### src/rtl/hs_pkg.sv
package hs_pkg;

  typedef enum logic [1:0] {
    RQ_IDLE = 2'd0,
    RQ_ADDR = 2'd1,
    RQ_WAIT = 2'd2,
    RQ_ACK  = 2'd3
  } rq_state_e;

  typedef enum logic [1:0] {
    RS_IDLE  = 2'd0,
    RS_ACKED = 2'd1,
    RS_DATA  = 2'd2
  } rs_state_e;

endpackage

### src/rtl/hs_word_store.sv
module hs_word_store #(
  parameter int          AW       = 4,
  parameter int          DW       = 8,
  parameter int unsigned PAT_SEED = 32'h5A,
  parameter int unsigned PAT_STEP = 32'h1D
) (
  input  logic [AW-1:0] rd_addr,
  output logic [DW-1:0] rd_word
);

  localparam int DEPTH = 1 << AW;

  function automatic logic [DW-1:0] pattern(input int unsigned idx);
    logic [31:0] p;
    p = PAT_SEED ^ (idx * PAT_STEP);
    return p[DW-1:0];
  endfunction

  logic [DW-1:0] words [DEPTH];

  for (genvar g = 0; g < DEPTH; g++) begin : g_word
    assign words[g] = pattern(g);
  end

  assign rd_word = words[rd_addr];

endmodule

### src/rtl/hs_requester.sv
module hs_requester
  import hs_pkg::*;
#(
  parameter int AW = 4,
  parameter int DW = 8
) (
  input  logic          clk,
  input  logic          rst_n,
  input  logic          start_i,
  input  logic [AW-1:0] addr_i,
  input  logic          hold_i,
  input  logic          ack_i,
  input  logic          rdy_i,
  input  logic [DW-1:0] bus_i,
  output logic          req_o,
  output logic          ack_o,
  output logic          oe_o,
  output logic [DW-1:0] drv_o,
  output logic          busy_o,
  output logic          done_o,
  output logic [DW-1:0] rdata_o
);

  rq_state_e     state_q, state_d;
  logic [AW-1:0] addr_q;
  logic [DW-1:0] rdata_q;
  logic          done_q, done_d;
  logic          addr_en, data_en;
  logic          step;

  assign step = !hold_i;

  always_comb begin
    state_d = state_q;
    addr_en = 1'b0;
    data_en = 1'b0;
    done_d  = 1'b0;
    case (state_q)
      RQ_IDLE: if (start_i) begin
        state_d = RQ_ADDR;
        addr_en = 1'b1;
      end
      RQ_ADDR: if (ack_i && step) state_d = RQ_WAIT;
      RQ_WAIT: if (rdy_i && step) begin
        state_d = RQ_ACK;
        data_en = 1'b1;
      end
      RQ_ACK: if (!rdy_i && step) begin
        state_d = RQ_IDLE;
        done_d  = 1'b1;
      end
      default: state_d = RQ_IDLE;
    endcase
  end

  always_ff @(posedge clk or negedge rst_n) begin
    if (!rst_n) begin
      state_q <= RQ_IDLE;
      done_q  <= 1'b0;
    end else begin
      state_q <= state_d;
      done_q  <= done_d;
    end
  end

  always_ff @(posedge clk or negedge rst_n) begin
    if (!rst_n) begin
      addr_q <= '0;
    end else if (addr_en) begin
      addr_q <= addr_i;
    end
  end

  always_ff @(posedge clk or negedge rst_n) begin
    if (!rst_n) begin
      rdata_q <= '0;
    end else if (data_en) begin
      rdata_q <= bus_i;
    end
  end

  assign req_o   = (state_q == RQ_ADDR);
  assign oe_o    = (state_q == RQ_ADDR);
  assign ack_o   = (state_q == RQ_ACK);
  assign busy_o  = (state_q != RQ_IDLE);
  assign drv_o   = DW'(addr_q);
  assign done_o  = done_q;
  assign rdata_o = rdata_q;

endmodule

### src/rtl/hs_responder.sv
module hs_responder
  import hs_pkg::*;
#(
  parameter int AW = 4,
  parameter int DW = 8
) (
  input  logic          clk,
  input  logic          rst_n,
  input  logic          hold_i,
  input  logic          req_i,
  input  logic          ack_i,
  input  logic [AW-1:0] bus_addr_i,
  input  logic [DW-1:0] word_i,
  output logic          ack_o,
  output logic          rdy_o,
  output logic          oe_o,
  output logic [DW-1:0] drv_o,
  output logic [AW-1:0] word_addr_o
);

  rs_state_e     state_q, state_d;
  logic [AW-1:0] addr_q;
  logic          addr_en;
  logic          step;

  assign step = !hold_i;

  always_comb begin
    state_d = state_q;
    addr_en = 1'b0;
    case (state_q)
      RS_IDLE: if (req_i && step) begin
        state_d = RS_ACKED;
        addr_en = 1'b1;
      end
      RS_ACKED: if (!req_i && step) state_d = RS_DATA;
      RS_DATA:  if (ack_i && step)  state_d = RS_IDLE;
      default:  state_d = RS_IDLE;
    endcase
  end

  always_ff @(posedge clk or negedge rst_n) begin
    if (!rst_n) begin
      state_q <= RS_IDLE;
    end else begin
      state_q <= state_d;
    end
  end

  always_ff @(posedge clk or negedge rst_n) begin
    if (!rst_n) begin
      addr_q <= '0;
    end else if (addr_en) begin
      addr_q <= bus_addr_i;
    end
  end

  assign ack_o       = (state_q == RS_ACKED);
  assign rdy_o       = (state_q == RS_DATA);
  assign oe_o        = (state_q == RS_DATA);
  assign drv_o       = word_i;
  assign word_addr_o = addr_q;

endmodule

### src/rtl/hs_read_link.sv
module hs_read_link #(
  parameter int          AW       = 4,
  parameter int          DW       = 8,
  parameter int unsigned PAT_SEED = 32'h5A,
  parameter int unsigned PAT_STEP = 32'h1D
) (
  input  logic          clk,
  input  logic          rst_n,
  input  logic          start,
  input  logic [AW-1:0] rd_addr,
  input  logic          req_hold,
  input  logic          rsp_hold,
  output logic          rd_busy,
  output logic          rd_done,
  output logic [DW-1:0] rd_data,
  output logic          line_req,
  output logic          line_ack,
  output logic          line_rdy,
  output logic [DW-1:0] line_data,
  output logic          req_drive_en,
  output logic          rsp_drive_en
);

  logic          rq_ack, rs_ack;
  logic [DW-1:0] rq_drv, rs_drv;
  logic [AW-1:0] word_addr;
  logic [DW-1:0] word;

  hs_requester #(.AW(AW), .DW(DW)) u_req (
    .clk     (clk),
    .rst_n   (rst_n),
    .start_i (start),
    .addr_i  (rd_addr),
    .hold_i  (req_hold),
    .ack_i   (line_ack),
    .rdy_i   (line_rdy),
    .bus_i   (line_data),
    .req_o   (line_req),
    .ack_o   (rq_ack),
    .oe_o    (req_drive_en),
    .drv_o   (rq_drv),
    .busy_o  (rd_busy),
    .done_o  (rd_done),
    .rdata_o (rd_data)
  );

  hs_responder #(.AW(AW), .DW(DW)) u_rsp (
    .clk         (clk),
    .rst_n       (rst_n),
    .hold_i      (rsp_hold),
    .req_i       (line_req),
    .ack_i       (line_ack),
    .bus_addr_i  (line_data[AW-1:0]),
    .word_i      (word),
    .ack_o       (rs_ack),
    .rdy_o       (line_rdy),
    .oe_o        (rsp_drive_en),
    .drv_o       (rs_drv),
    .word_addr_o (word_addr)
  );

  hs_word_store #(
    .AW(AW), .DW(DW), .PAT_SEED(PAT_SEED), .PAT_STEP(PAT_STEP)
  ) u_store (
    .rd_addr (word_addr),
    .rd_word (word)
  );

  // Acknowledge is a shared line: either agent may pull it high.
  assign line_ack = rq_ack | rs_ack;

  // Tristate model: the enabled driver wins, released lines read zero.
  always_comb begin
    if (req_drive_en)      line_data = rq_drv;
    else if (rsp_drive_en) line_data = rs_drv;
    else                   line_data = '0;
  end

endmodule

### config.mk
export PLATFORM = sky130hd
export DESIGN_NAME = hs_read_link
export DESIGN_NICKNAME = d
export VERILOG_FILES = /design/src/rtl/hs_pkg.sv /design/src/rtl/hs_word_store.sv /design/src/rtl/hs_requester.sv /design/src/rtl/hs_responder.sv /design/src/rtl/hs_read_link.sv
export SDC_FILE = /design/constraint.sdc
export NUM_CORES = 1
export LEC_CHECK = 0
export BUFFER_PORTS_ARGS = -buffer_cell sky130_fd_sc_hd__buf_2
export CAP_MARGIN = 20
export CORE_ASPECT_RATIO = 1.2
export CORE_MARGIN = 2
export CORE_UTILIZATION = 35
export DETAILED_ROUTE_END_ITERATION = 7
export PLACE_DENSITY = 0.53
export REMOVE_ABC_BUFFERS = 1
export SYNTH_ARGS = -nofsm -noshare
export SYNTH_HDL_FRONTEND = slang
export SYNTH_HIERARCHICAL = 1
export SYNTH_SLANG_ARGS = --single-unit
### constraint.sdc
create_clock -name clk -period 2.2 [get_ports clk]
set_input_delay 0.22 -clock clk [delete_from_list [all_inputs] [get_ports clk]]
set_output_delay 0.22 -clock clk [all_outputs]
set_load 0.1 [all_outputs]
# Word level (Yosys, flattened, before mapping)
# Memories as Yosys holds them, arrays and structs flattened.
# Cells that the tools add are included.
# W data, S select, Z words.
dict set report word_totals {
  ff_bits 21
  rom_bits 128
  out_inout_bits 23
  wordCells 58
  n_memories 1
}
# memory words width read_ports rd_ports_with_merged_regs write_ports line_no
set memory_table {}
lappend memory_table {{(no name shown)} 16 8 1 0 0 hs_word_store.sv:25} ;# assign rd_word = words[rd_addr];
dict set report classes {
  n_lt_le_gt_ge 1
  n_eq_ne 12
  mux 21
  n_bitwise 2
  reduce_logical 15
}
# op n
set ops {}
lappend ops {{$mux W8} 4}
lappend ops {{$mux W2} 7}
lappend ops {{$ne A2 B1 Y1 const B} 5}
lappend ops {{$mux W1} 8}
lappend ops {{$pmux W2 S4} 1}
lappend ops {{$eq A2 B2 Y1 const B} 3}
lappend ops {{$logic_and A1 B1 Y1} 6}
lappend ops {{$pmux W2 S3} 1}
lappend ops {{$ge A5 B5 Y1 const B} 1}
lappend ops {{$not A4 Y5} 1}
lappend ops {{$eq A2 B1 Y1 const B} 2}
lappend ops {{$logic_not A1 Y1} 4}
lappend ops {{$logic_not A2 Y1} 2}
lappend ops {{$ne A2 B2 Y1 const B} 2}
lappend ops {{$reduce_and A4 Y1} 1}
lappend ops {{$reduce_and A3 Y1} 1}
lappend ops {{$reduce_bool A2 Y1} 1}
lappend ops {{$or A1 B1 Y1} 1}

# Depth between registers and ports, before layout
# Gate-level depths: netlist of the first run.
dict set report depth {
  ltp_word 6
  depth_mapped 9
  ltp_nobuf 8
}

# Hierarchy
# The synthesis of the first run kept the hierarchy.
# mod n_inst cells_each area_each_um2 seq_area_each_um2
set by_module_without_submodules {}
lappend by_module_without_submodules {hs_requester 1 53 735.7 375.4}
lappend by_module_without_submodules {hs_responder 1 27 336.6 150.1}
lappend by_module_without_submodules {hs_word_store 1 29 217.7 0.0}
lappend by_module_without_submodules {hs_read_link 1 15 108.9 0.0}

# Least setup slack after synthesis of the first run
# Ideal clock, no wire load.
dict set report synth_path {
  path_kind {reg2reg}
  start {reg u_rsp.state_q[0]}
  end {reg u_req.rdata_q[5], in the netlist u_req/rdata_o[5]}
  t_arrival_ns 3.965
  required_time_ns 2.120
  setup_slack_ns -1.846
  stages_incl_launch_ff 5
  n_path_buf 0
  synth_period_minus_slack_ns 4.046
  path_cell_list {dfrtp_1 and2b_1 nand2_1 o21ai_0 mux2_2}
}
dict set report synth_between {
  word_cells_on_any_way 6
}
# item line_no
set synth_rtl {}
lappend synth_rtl {{start, declared} hs_responder.sv:21} ;# rs_state_e state_q, state_d;
lappend synth_rtl {{start signal, assigned} hs_responder.sv:46} ;# state_q <= state_d;
lappend synth_rtl {{$eq A2 B2 Y1} hs_responder.sv:60} ;# assign oe_o = (state_q == RS_DATA);
lappend synth_rtl {{via rsp_drive_en} hs_read_link.sv:21} ;# output logic rsp_drive_en
lappend synth_rtl {{$mux W8} hs_read_link.sv:75} ;# else if (rsp_drive_en) line_data = rs_drv;
lappend synth_rtl {{$mux W8} hs_read_link.sv:74} ;# if (req_drive_en) line_data = rq_drv;
lappend synth_rtl {{via line_data[5]} hs_read_link.sv:19} ;# output logic [DW-1:0] line_data,
lappend synth_rtl {{end signal, assigned} hs_requester.sv:78} ;# rdata_q <= bus_i;
lappend synth_rtl {{end, declared} hs_requester.sv:26} ;# logic [DW-1:0] rdata_q;
# The timed path passes the listed nets, and every way through them passes these cells.
# A chain may end at the register's enable or synchronous reset.

# Worst setup path after layout of the first run
dict set report layout_path {
  start {reg u_rsp.addr_q[0], in the netlist u_rsp/word_addr_o[0]}
  end {out line_data[3]}
}
dict set report layout_between {
  elab_chain_len 6
}
# item line_no
set layout_lines {}
lappend layout_lines {{start, declared} hs_responder.sv:22} ;# logic [AW-1:0] addr_q;
lappend layout_lines {{start signal, assigned} hs_responder.sv:54} ;# addr_q <= bus_addr_i;
lappend layout_lines {{$not A4 Y5 (implied by the code)} hs_word_store.sv:25}
lappend layout_lines {{$mem_v2 Z16 W8} n/a}
lappend layout_lines {{$mux W8 (implied by the code) (2 in series)} hs_word_store.sv:25}
lappend layout_lines {{via word[3]} hs_read_link.sv:27} ;# logic [DW-1:0] word;
lappend layout_lines {{$mux W8} hs_read_link.sv:75}
lappend layout_lines {{$mux W8} hs_read_link.sv:74}
lappend layout_lines {{end, declared} hs_read_link.sv:19}
# The timed path passes the listed nets, and every way through them passes these cells. The select of a mux whose other input is x is not followed.

==> results of run 1 <==
-- through the flow --
| step | setup TNS, ps | util [%] |
|---|---|---|
| floorplan | -34370 | - |
| global placement | 0 | 42.0 |
| detailed placement | 0 | 42.0 |
| CTS | 0 | 43.5 |
| global route | 0 | 44.1 |
| finish | 0 | 44.1 |
-- timing repair --
item / in CTS / in global routing
hold endpoints to repair: 21 / 0
setup buffers: 0 / 1
pin swaps: 0 / 2
gates resized for setup: 3 / 7
gates cloned: 0 / 0
hold buffers: 1 / 0
endpoints found under the setup margin: 3 / 7
-- worst max-delay path: stages, from the launching register on --
cell and delay [ps]:
dfrtp_2 450, inv_4 60, ha_1 300, mux2i_1 160, xor2_1 190, a22o_1 240
buf_12 200
-- cells by family (layout without fill, tap and decap cells) --
| kind of cell | Yosys count | after routing | synth area share, % |
|---|---|---|---|
| flops | 21 | 21 | 37.6 |
| xor+xnor | 2 | 2 | 1.25 |
| buf+inv | 25 | 46 | 11.8 |
| simple gates | 25 | 25 | 13.0 |
| other cells | 1 | 4 | 0.268 |
| mux | 23 | 23 | 18.2 |
| compound gates | 17 | 17 | 8.94 |
| fa+ha+maj | 10 | 10 | 8.94 |
-- path summary, 6_finish.rpt --
kind,slack (ps),end,from,depth (start not counted)
max,110,line_data[3],u_rsp/word_addr_o[0],6
min,180,u_req/addr_q[3],rd_addr[3],2
max reg2reg,360,u_req/rdata_o[3],u_req/state_q[1],7
min reg2reg,500,u_req/rdata_o[7],u_req/rdata_o[7],1
max in group asynchronous,1380,u_rsp/word_addr_o[0],rst_n,2
min in group asynchronous,450,u_req/state_q[0],rst_n,2
-- metal layers --
| layer | track usage [%] | up-vias | wire length, um |
|---|---|---|---|
| li1 | - | 451 | - |
| met2 | 21.3 | 12 | 1400 |
| met3 | 2.11 | 2 | 73 |
| met1 | 16.4 | 445 | 1110 |
| met5 | 0 | - | 0 |
| met4 | 4.26 | 0 | 12 |
-- registers in the layout, indices dropped and copies added, names as in the netlist --
| name | cells |
|---|---|
| u_req/rdata_o | 8 |
| u_req/addr_q | 4 |
| u_rsp/word_addr_o | 4 |
| u_req/state_q | 2 |
| u_rsp/state_q | 2 |
| u_req/done_o | 1 |
-- placed cells by master, fill, tap and decap left out, types with 2 or more instances in the layout --
| cell | count |
|---|---|
| a21oi_1 | 2 |
| mux2_2 | 16 |
| buf_2 | 23 |
| nand2b_1 | 3 |
| dfrtp_2 | 2 |
| clkbuf_8 | 3 |
| mux2i_1 | 6 |
| o21ai_1 | 2 |
| dfrtp_1 | 19 |
| conb_1 | 4 |
| nor2_1 | 4 |
| nand2_1 | 6 |
| xor2_1 | 2 |
| ha_1 | 9 |
| buf_12 | 8 |
| o21ai_0 | 3 |
| inv_1 | 5 |
| a22o_1 | 5 |
| buf_4 | 3 |
-- cell type report --
type,instances,area share [%]
clock buffers,3,2.41
multi-input cells,81,42.8
clock inverters,1,0.293
inverters,7,1.68
repair buffers,35,18.0
well taps,54,3.95
flip-flops and latches,21,30.9
==> out/metrics.cfg, run 1 <==
[drt]
drtIter0Drc=11
antenna_left=0
viasPerCell=4.50
dr.pass1.iters=4
drc=0
routed_wl_um=2590
vias=910
routedWlPerCell_um=12.8

[timing]
fin_crit_sh_pct=94.9
fmax_mhz=479
finalSetupViolations=0
skew_ps=2.66
post-route-min-period_ps=2090
rsz0062_at_grt=false
holdWs_ps=184
hold_violations=0
slew_violations=0
fin_ws_ps=113

[placed_design]
dp_slack_ps=155
postPlaceCellArea_um2=1630
hpwl_um=1970
portBuffers=31
dp.cells=196
gp_congestion=0.740

[synth]
netlist_area_um2=1400
synthArstFlopShare_pct=100
synth_seq_cells=21
synth_edf_count=0
yosys_warnings=6
synth_cell_types=33
synth.area.top_cells=dfrtp_1, mux2_2, ha_1, buf_4, mux2i_1
yosys.cell_count.top_type=dfrtp_1
synth_top_area_cell=dfrtp_1
syn_area_per_cell_um2=11.3
synthFlopType=dfrtp_1
yosysTopAreaCellShare_pct=37.6
synth_cells=124
synth_common_cells=dfrtp_1, mux2_2, buf_4, ha_1, inv_1
seq_area_frac_synth_pct=37.6

[clock_network]
numClockSinks=21
worstSkewPairLatency_ps=260
cts_max_level=1
cts_root_buf=clkbuf_8
cts_buffers=3
cts_tree=done
cts_buffer_depth=2
clkSlewWorstSetupHoldPaths_ps=80

[final_layout]
final_cells=202
n_fill_cell=399
syn_to_final_growth_pct=22.3
layout-drive-gt1-share_pct=46.6
final_cell_area_um2=1710
multi_input_area_um2=732
num_antenna_cells=0
ff_latch_area_um2=528
nets=168

[status]
status=finished, final reports clean

[floorplanning]
rows=25
io_pins=32
core_um2=3880
initial_core_util_pct=36.1
die_w_um=61.7
die-area_um2=4520
die_height_um=73.3

[grt]
grt.total_usage_pct=12.7
antenna_found_initial=0
grt_pass1_vias=907
grt-ovfl-total=0
grt_max_degree=22
grt_pass1_wl_um=4290

[worst_setup_path]
path_class=reg2out
worstSetupStartpointType=flip-flop
worstPathRequired_ps=1980
path_max_fanout=7
end_kind=output pin
worstPathArrival_ps=1870

[worst_hold_path]
holdCritPathClass=in2reg

[flow_run]
max_cap_viol_count=0

Power of run 1 is not shown: default switching activity piles up to over one toggle a cycle in this logic, so the estimate is an artifact.
==> run 2: changes to the inputs <==
--- a/config.mk
+++ b/config.mk
@@ -9,9 +9,9 @@
 export CAP_MARGIN = 20
 export CORE_ASPECT_RATIO = 1.2
 export CORE_MARGIN = 2
-export CORE_UTILIZATION = 35
+export CORE_UTILIZATION = 50
 export DETAILED_ROUTE_END_ITERATION = 7
-export PLACE_DENSITY = 0.53
+export PLACE_DENSITY = 0.72
 export REMOVE_ABC_BUFFERS = 1
 export SYNTH_ARGS = -nofsm -noshare
 export SYNTH_HDL_FRONTEND = slang
==> run 2 against run 1 <==
  * Clock skew grew 10 ps
  * Critical endpoint is now line_data[0]
  * Largest cell class unchanged
  * Via count grew 2.1%
  * Critical path depth shrank 2
  * Register-to-register slack gained 130 ps
==> out/metrics.cfg, run 2 (synthesized netlist as in run 1, its figures left out) <==
[floorplanning]
core_um2=2730  ; was 3880 um^2
die_w_um=52.3  ; was 61.7 um
die_height_um=61.9  ; was 73.3 um
rows=21  ; was 25
die-area_um2=3240  ; was 4520 um^2
io_pins=32  ; unchanged
initial_core_util_pct=51.2  ; was 36.1%

[grt]
grt-ovfl-total=0  ; unchanged
grt_pass1_wl_um=4100  ; was 4290 um
grt_pass1_vias=905  ; was 907
grt_max_degree=22  ; unchanged
grt.total_usage_pct=17.2  ; was 12.7%
antenna_found_initial=0  ; unchanged

[worst_setup_path]
path_buf_inv=1  ; was 2
cpMaxStageDelayCell=dfrtp_1  ; was dfrtp_2
worstSetupStartpointType=flip-flop  ; unchanged
worstPathArrival_ps=1870  ; about the same
crit_chain=and2b_2 > nor2b_4 > a22o_1 > buf_12  ; was inv_4 > ha_1 > mux2i_1 > xor2_1 > a22o_1 > buf_12
worstRegToRegCells=6  ; was 7
path_depth=4  ; was 6
worstPathRequired_ps=1980  ; about the same
path_max_fanout=10  ; was 7
critPathMaxStageDelay_ps=460  ; was 450 ps
path_class=reg2out  ; unchanged
end_kind=output pin  ; unchanged
crit_family=simple AND/OR/NAND/NOR gates  ; was flip-flops

[placed_design]
gp_congestion=0.910  ; was 0.740
portBuffers=31  ; unchanged
hpwl_um=1900  ; was 1970 um

[final_layout]
num_antenna_cells=0  ; unchanged
syn_to_final_growth_pct=19.5  ; was 22.3%
largest_reg_flops=8  ; unchanged
final_cell_mix=buf_2, dfrtp_1, mux2_2  ; unchanged
postLayoutCoreUtil_pct=61.2  ; was 44.1%
layout-drive-gt1-share_pct=47.9  ; was 46.6%
final_common_cell=buf_2  ; unchanged
nets=166  ; was 168

[clock_network]
post-cts-setup-buffers=0  ; unchanged
cts_max_level=1  ; unchanged
cts_buffers=3  ; unchanged
worstSkewPairLatency_ps=310  ; was 260 ps
clkSlewWorstSetupHoldPaths_ps=120  ; was 80 ps
cts_tree=done  ; unchanged
numClockSinks=21  ; unchanged
cts_root_buf=clkbuf_4  ; was clkbuf_8
cts_buffer_depth=2  ; unchanged

[timing]
fmax_mhz=478  ; was 479 MHz
fin_crit_sh_pct=95.2  ; was 94.9%
rsz0062_at_grt=false  ; unchanged
hold_violations=0  ; unchanged
skew_ps=12.8  ; was 2.66 ps
post-route-min-period_ps=2090  ; about the same
setup_tns_ps=0  ; unchanged
finalSetupViolations=0  ; unchanged
slew_violations=0  ; unchanged

[drt]
antenna_left=0  ; unchanged
routed_wl_um=2510  ; was 2590 um
vias=929  ; was 910
dr.pass1.iters=4  ; unchanged
drtIter0Drc=16  ; was 11
routedWlPerCell_um=13.9  ; was 12.8 um
viasPerCell=5.16  ; was 4.50
drc=0  ; unchanged

[flow_run]
max_cap_viol_count=0  ; unchanged

[status]
status=finished, final reports clean  ; unchanged

[worst_hold_path]
holdCritPathClass=in2reg  ; unchanged
holdPathStages=2  ; unchanged

-- run 2: cell count changes in the layout (fill, tap and decap cells not counted), moves of 2 or more --
cell | previous run | this run
ha_4 | 0 | 2
o21ai_2 | 0 | 2
o21ai_1 | 2 | 0
clkbuf_4 | 0 | 3
buf_4 | 3 | 1
clkbuf_8 | 3 | 0
-- run 2: stage by stage --
step	std cells	setup slack [ps]	cell area (um^2)	hold slack [ps]
after floorplan	109	-2720	1270	-75.6
after detailed placement	175	180	1600	203
after global routing	180	3.43	1670	118
after CTS	180	1.39	1640	118
final	180	106	1670	113
after global placement	175	266	1600	200
-- run 2: timing repair --
action                                  in CTS  in global routing
resized for setup                            6                  7
endpoints found under the hold margin       21                  0
hold buffers                                 1                  0
pin swaps                                    1                  1
endpoints found under the setup margin       4                  3
-- run 2: area by class of cell --
type                       count  area (um^2)
fill                         252         1060
multi-input combinational     81          754
sequential                    21          528
timing repair buffer          33          293
tap                           34         42.5
inverter                       7         26.3
clock buffer                   3         22.5
clock inverter                 1         5.00
-- run 2: routing by layer --
layer,track usage [%],wire (um)
met4,8.79,53
met5,0,0
met2,31.3,1340
met1,20.0,1060
met3,2.15,49
-- run 2: worst reg2reg max path: stages (launching register included) --
cell,delay [ps]
dfrtp_1,450
ha_1,270
or2_2,310
inv_1,60
o21ai_0,90
o221ai_2,120
mux2_4,320
-- run 2: final timing paths --
check | from | endpoint | slack, ps
setup / recovery | u_rsp/state_q[0] | line_data[0] | 110
hold / removal | req_hold | u_req/done_o | 110
setup reg to reg | u_req/state_q[0] | u_req/state_q[1] | 490
max in group asynchronous | rst_n | u_rsp/word_addr_o[1] | 1430
hold reg to reg | u_req/rdata_o[4] | u_req/rdata_o[4] | 520
min in group asynchronous | rst_n | u_rsp/word_addr_o[3] | 410
Power of run 2 is left out for the same reason.
==> run 3: changes to the inputs <==
--- a/config.mk
+++ b/config.mk
@@ -9,9 +9,9 @@
 export CAP_MARGIN = 20
 export CORE_ASPECT_RATIO = 1.2
 export CORE_MARGIN = 2
-export CORE_UTILIZATION = 50
+export CORE_UTILIZATION = 53
 export DETAILED_ROUTE_END_ITERATION = 7
-export PLACE_DENSITY = 0.72
+export PLACE_DENSITY = 0.76
 export REMOVE_ABC_BUFFERS = 1
 export SYNTH_ARGS = -nofsm -noshare
 export SYNTH_HDL_FRONTEND = slang
==> run 3 against run 2 <==
  * Hold slack improved by 8.7 ps
  * Cell count up 3.9%
  * Flip-flop and latch count unchanged
  * Critical endpoint is now line_data[3]
  * Highest routed layer unchanged
==> out/metrics.cfg, run 3 (synthesized netlist as in run 1, its figures left out) <==
[floorplanning]
rows=20  ; was 21
die_height_um=60.3  ; was 61.9 um
die-area_um2=3070  ; was 3240 um^2
core_um2=2530  ; was 2730 um^2
initial_core_util_pct=55.3  ; was 51.2%
io_pins=32  ; unchanged
die_w_um=50.9  ; was 52.3 um

[drt]
viasPerCell=5.19  ; was 5.16
routed_wl_um=2610  ; was 2510 um
routedWlPerCell_um=14.0  ; was 13.9 um
vias=971  ; was 929
antenna_left=0  ; unchanged
drc=0  ; unchanged
dr.pass1.iters=4  ; unchanged
drtIter0Drc=9  ; was 16

[grt]
grt.total_usage_pct=17.6  ; was 17.2%
grt_pass1_vias=920  ; was 905
grt-ovfl-total=0  ; unchanged
antenna_found_initial=0  ; unchanged
grt_pass1_wl_um=4040  ; was 4100 um
grt_max_degree=22  ; unchanged

[timing]
skew_ps=7.04  ; was 12.8 ps
fin_crit_sh_pct=98.9  ; was 95.2%
rsz0062_at_grt=true  ; was false
hold_violations=0  ; unchanged
holdWs_ps=122  ; was 113 ps
fmax_mhz=459  ; was 478 MHz
slew_violations=0  ; unchanged
post-route-min-period_ps=2180  ; was 2090 ps
fin_ws_ps=23.6  ; was 106 ps
finalSetupViolations=0  ; unchanged

[worst_setup_path]
critPathMaxStageDelay_ps=450  ; was 460 ps
path_buf_inv=2  ; was 1
crit_family=flip-flops  ; was simple AND/OR/NAND/NOR gates
worstSetupStartpointType=flip-flop  ; unchanged
worstRegToRegCells=7  ; was 6
worstPathArrival_ps=1960  ; was 1870 ps
r2r-start=u_rsp/word_addr_o[1]  ; was u_req/state_q[0]
path_max_fanout=4  ; was 10
path_class=reg2out  ; unchanged
cpMaxStageDelayCell=dfrtp_2  ; was dfrtp_1
crit_chain=inv_1 > ha_1 > mux2i_2 > xor2_1 > a22o_1 > buf_12  ; was and2b_2 > nor2b_4 > a22o_1 > buf_12
end_kind=output pin  ; unchanged
r2r-end=u_rsp/word_addr_o[3]  ; was u_req/state_q[1]
rrSetupSlack_ps=270  ; was 490 ps
worstPathRequired_ps=1980  ; about the same

[final_layout]
final_common_cell=buf_2  ; unchanged
largest_reg_flops=8  ; unchanged
layout-drive-gt1-share_pct=51.9  ; was 47.9%
nets=174  ; was 166
final_cells=187  ; was 180
final_cell_mix=buf_2, dfrtp_1, mux2_2  ; unchanged
num_antenna_cells=0  ; unchanged
syn_to_final_growth_pct=25.0  ; was 19.5%
postLayoutCoreUtil_pct=69.2  ; was 61.2%

[status]
status=finished, final reports clean  ; unchanged

[worst_hold_path]
holdCritPathClass=in2reg  ; unchanged
min_from=req_hold  ; unchanged
worst_hold_path.endpoint=u_req/done_o  ; unchanged
holdPathStages=2  ; unchanged

[clock_network]
numClockSinks=21  ; unchanged
clkSlewWorstSetupHoldPaths_ps=120  ; about the same
cts_max_level=1  ; unchanged
cts_root_buf=clkbuf_4  ; unchanged
cts_buffers=3  ; unchanged
cts_buffer_depth=2  ; unchanged
worstSkewPairLatency_ps=310  ; about the same
cts_tree=done  ; unchanged

[flow_run]
max_cap_viol_count=0  ; unchanged

[placed_design]
dp_slack_ps=169  ; was 180 ps
hpwl_um=1890  ; was 1900 um
portBuffers=31  ; unchanged
gp_congestion=0.785  ; was 0.910
dp.cells=174  ; was 175

## run 3: worst max-delay path by stage
stage | start | end | cells after the start
floorplan | u_req/state_q[1] | u_req/rdata_o[5] | 4
global placement | u_rsp/word_addr_o[0] | line_data[6] | 7
detailed placement | u_rsp/word_addr_o[1] | line_data[6] | 7
CTS | u_rsp/word_addr_o[0] | line_data[3] | 6
global route | u_rsp/word_addr_o[1] | line_data[3] | 6
finish | u_rsp/word_addr_o[1] | line_data[3] | 6
## run 3: routing by layer
layer	track usage, %	share of wire [%]	up-vias
li1	-	-	466
met1	19.7	39	478
met2	33.4	56	21
met3	2.50	3.0	6
met4	6.56	1.6	0
met5	0	0	-
## run 3: layout make-up
| type | count | area (um^2) |
|---|---|---|
| Fill cell | 200 | 779 |
| Multi-Input combinational cell | 81 | 771 |
| Sequential cell | 21 | 529 |
| Timing Repair Buffer | 41 | 353 |
| Tap cell | 33 | 41.3 |
| Inverter | 7 | 26.3 |
| Clock buffer | 3 | 22.5 |
| Clock inverter | 1 | 5.00 |
## run 3: worst register-to-register path, cell delays in order, from the launching register on
cell	delay, ps
dfrtp_2	450
inv_1	120
ha_1	280
mux2i_2	230
xor2_1	100
a22o_1	250
buf_4	140
mux2_2	250
## run 3: per-stage QoR
step	area [um^2]	TNS [ps]
2_1_floorplan	1270	-34370
3_3_place_gp	1600	0
3_5_place_dp	1600	0
4_1_cts	1650	0
5_1_grt	1750	-119
6_report	1750	0
## run 3: what timing repair did
item / in CTS / in global routing
pin swaps: 1 / 2
cloned: 0 / 0
setup buffers: 1 / 7
hold buffers: 1 / 0
resized for setup: 7 / 8
endpoints found under the hold margin: 21 / 0
endpoints found under the setup margin: 6 / 8
Power of run 3 is left out for the same reason.
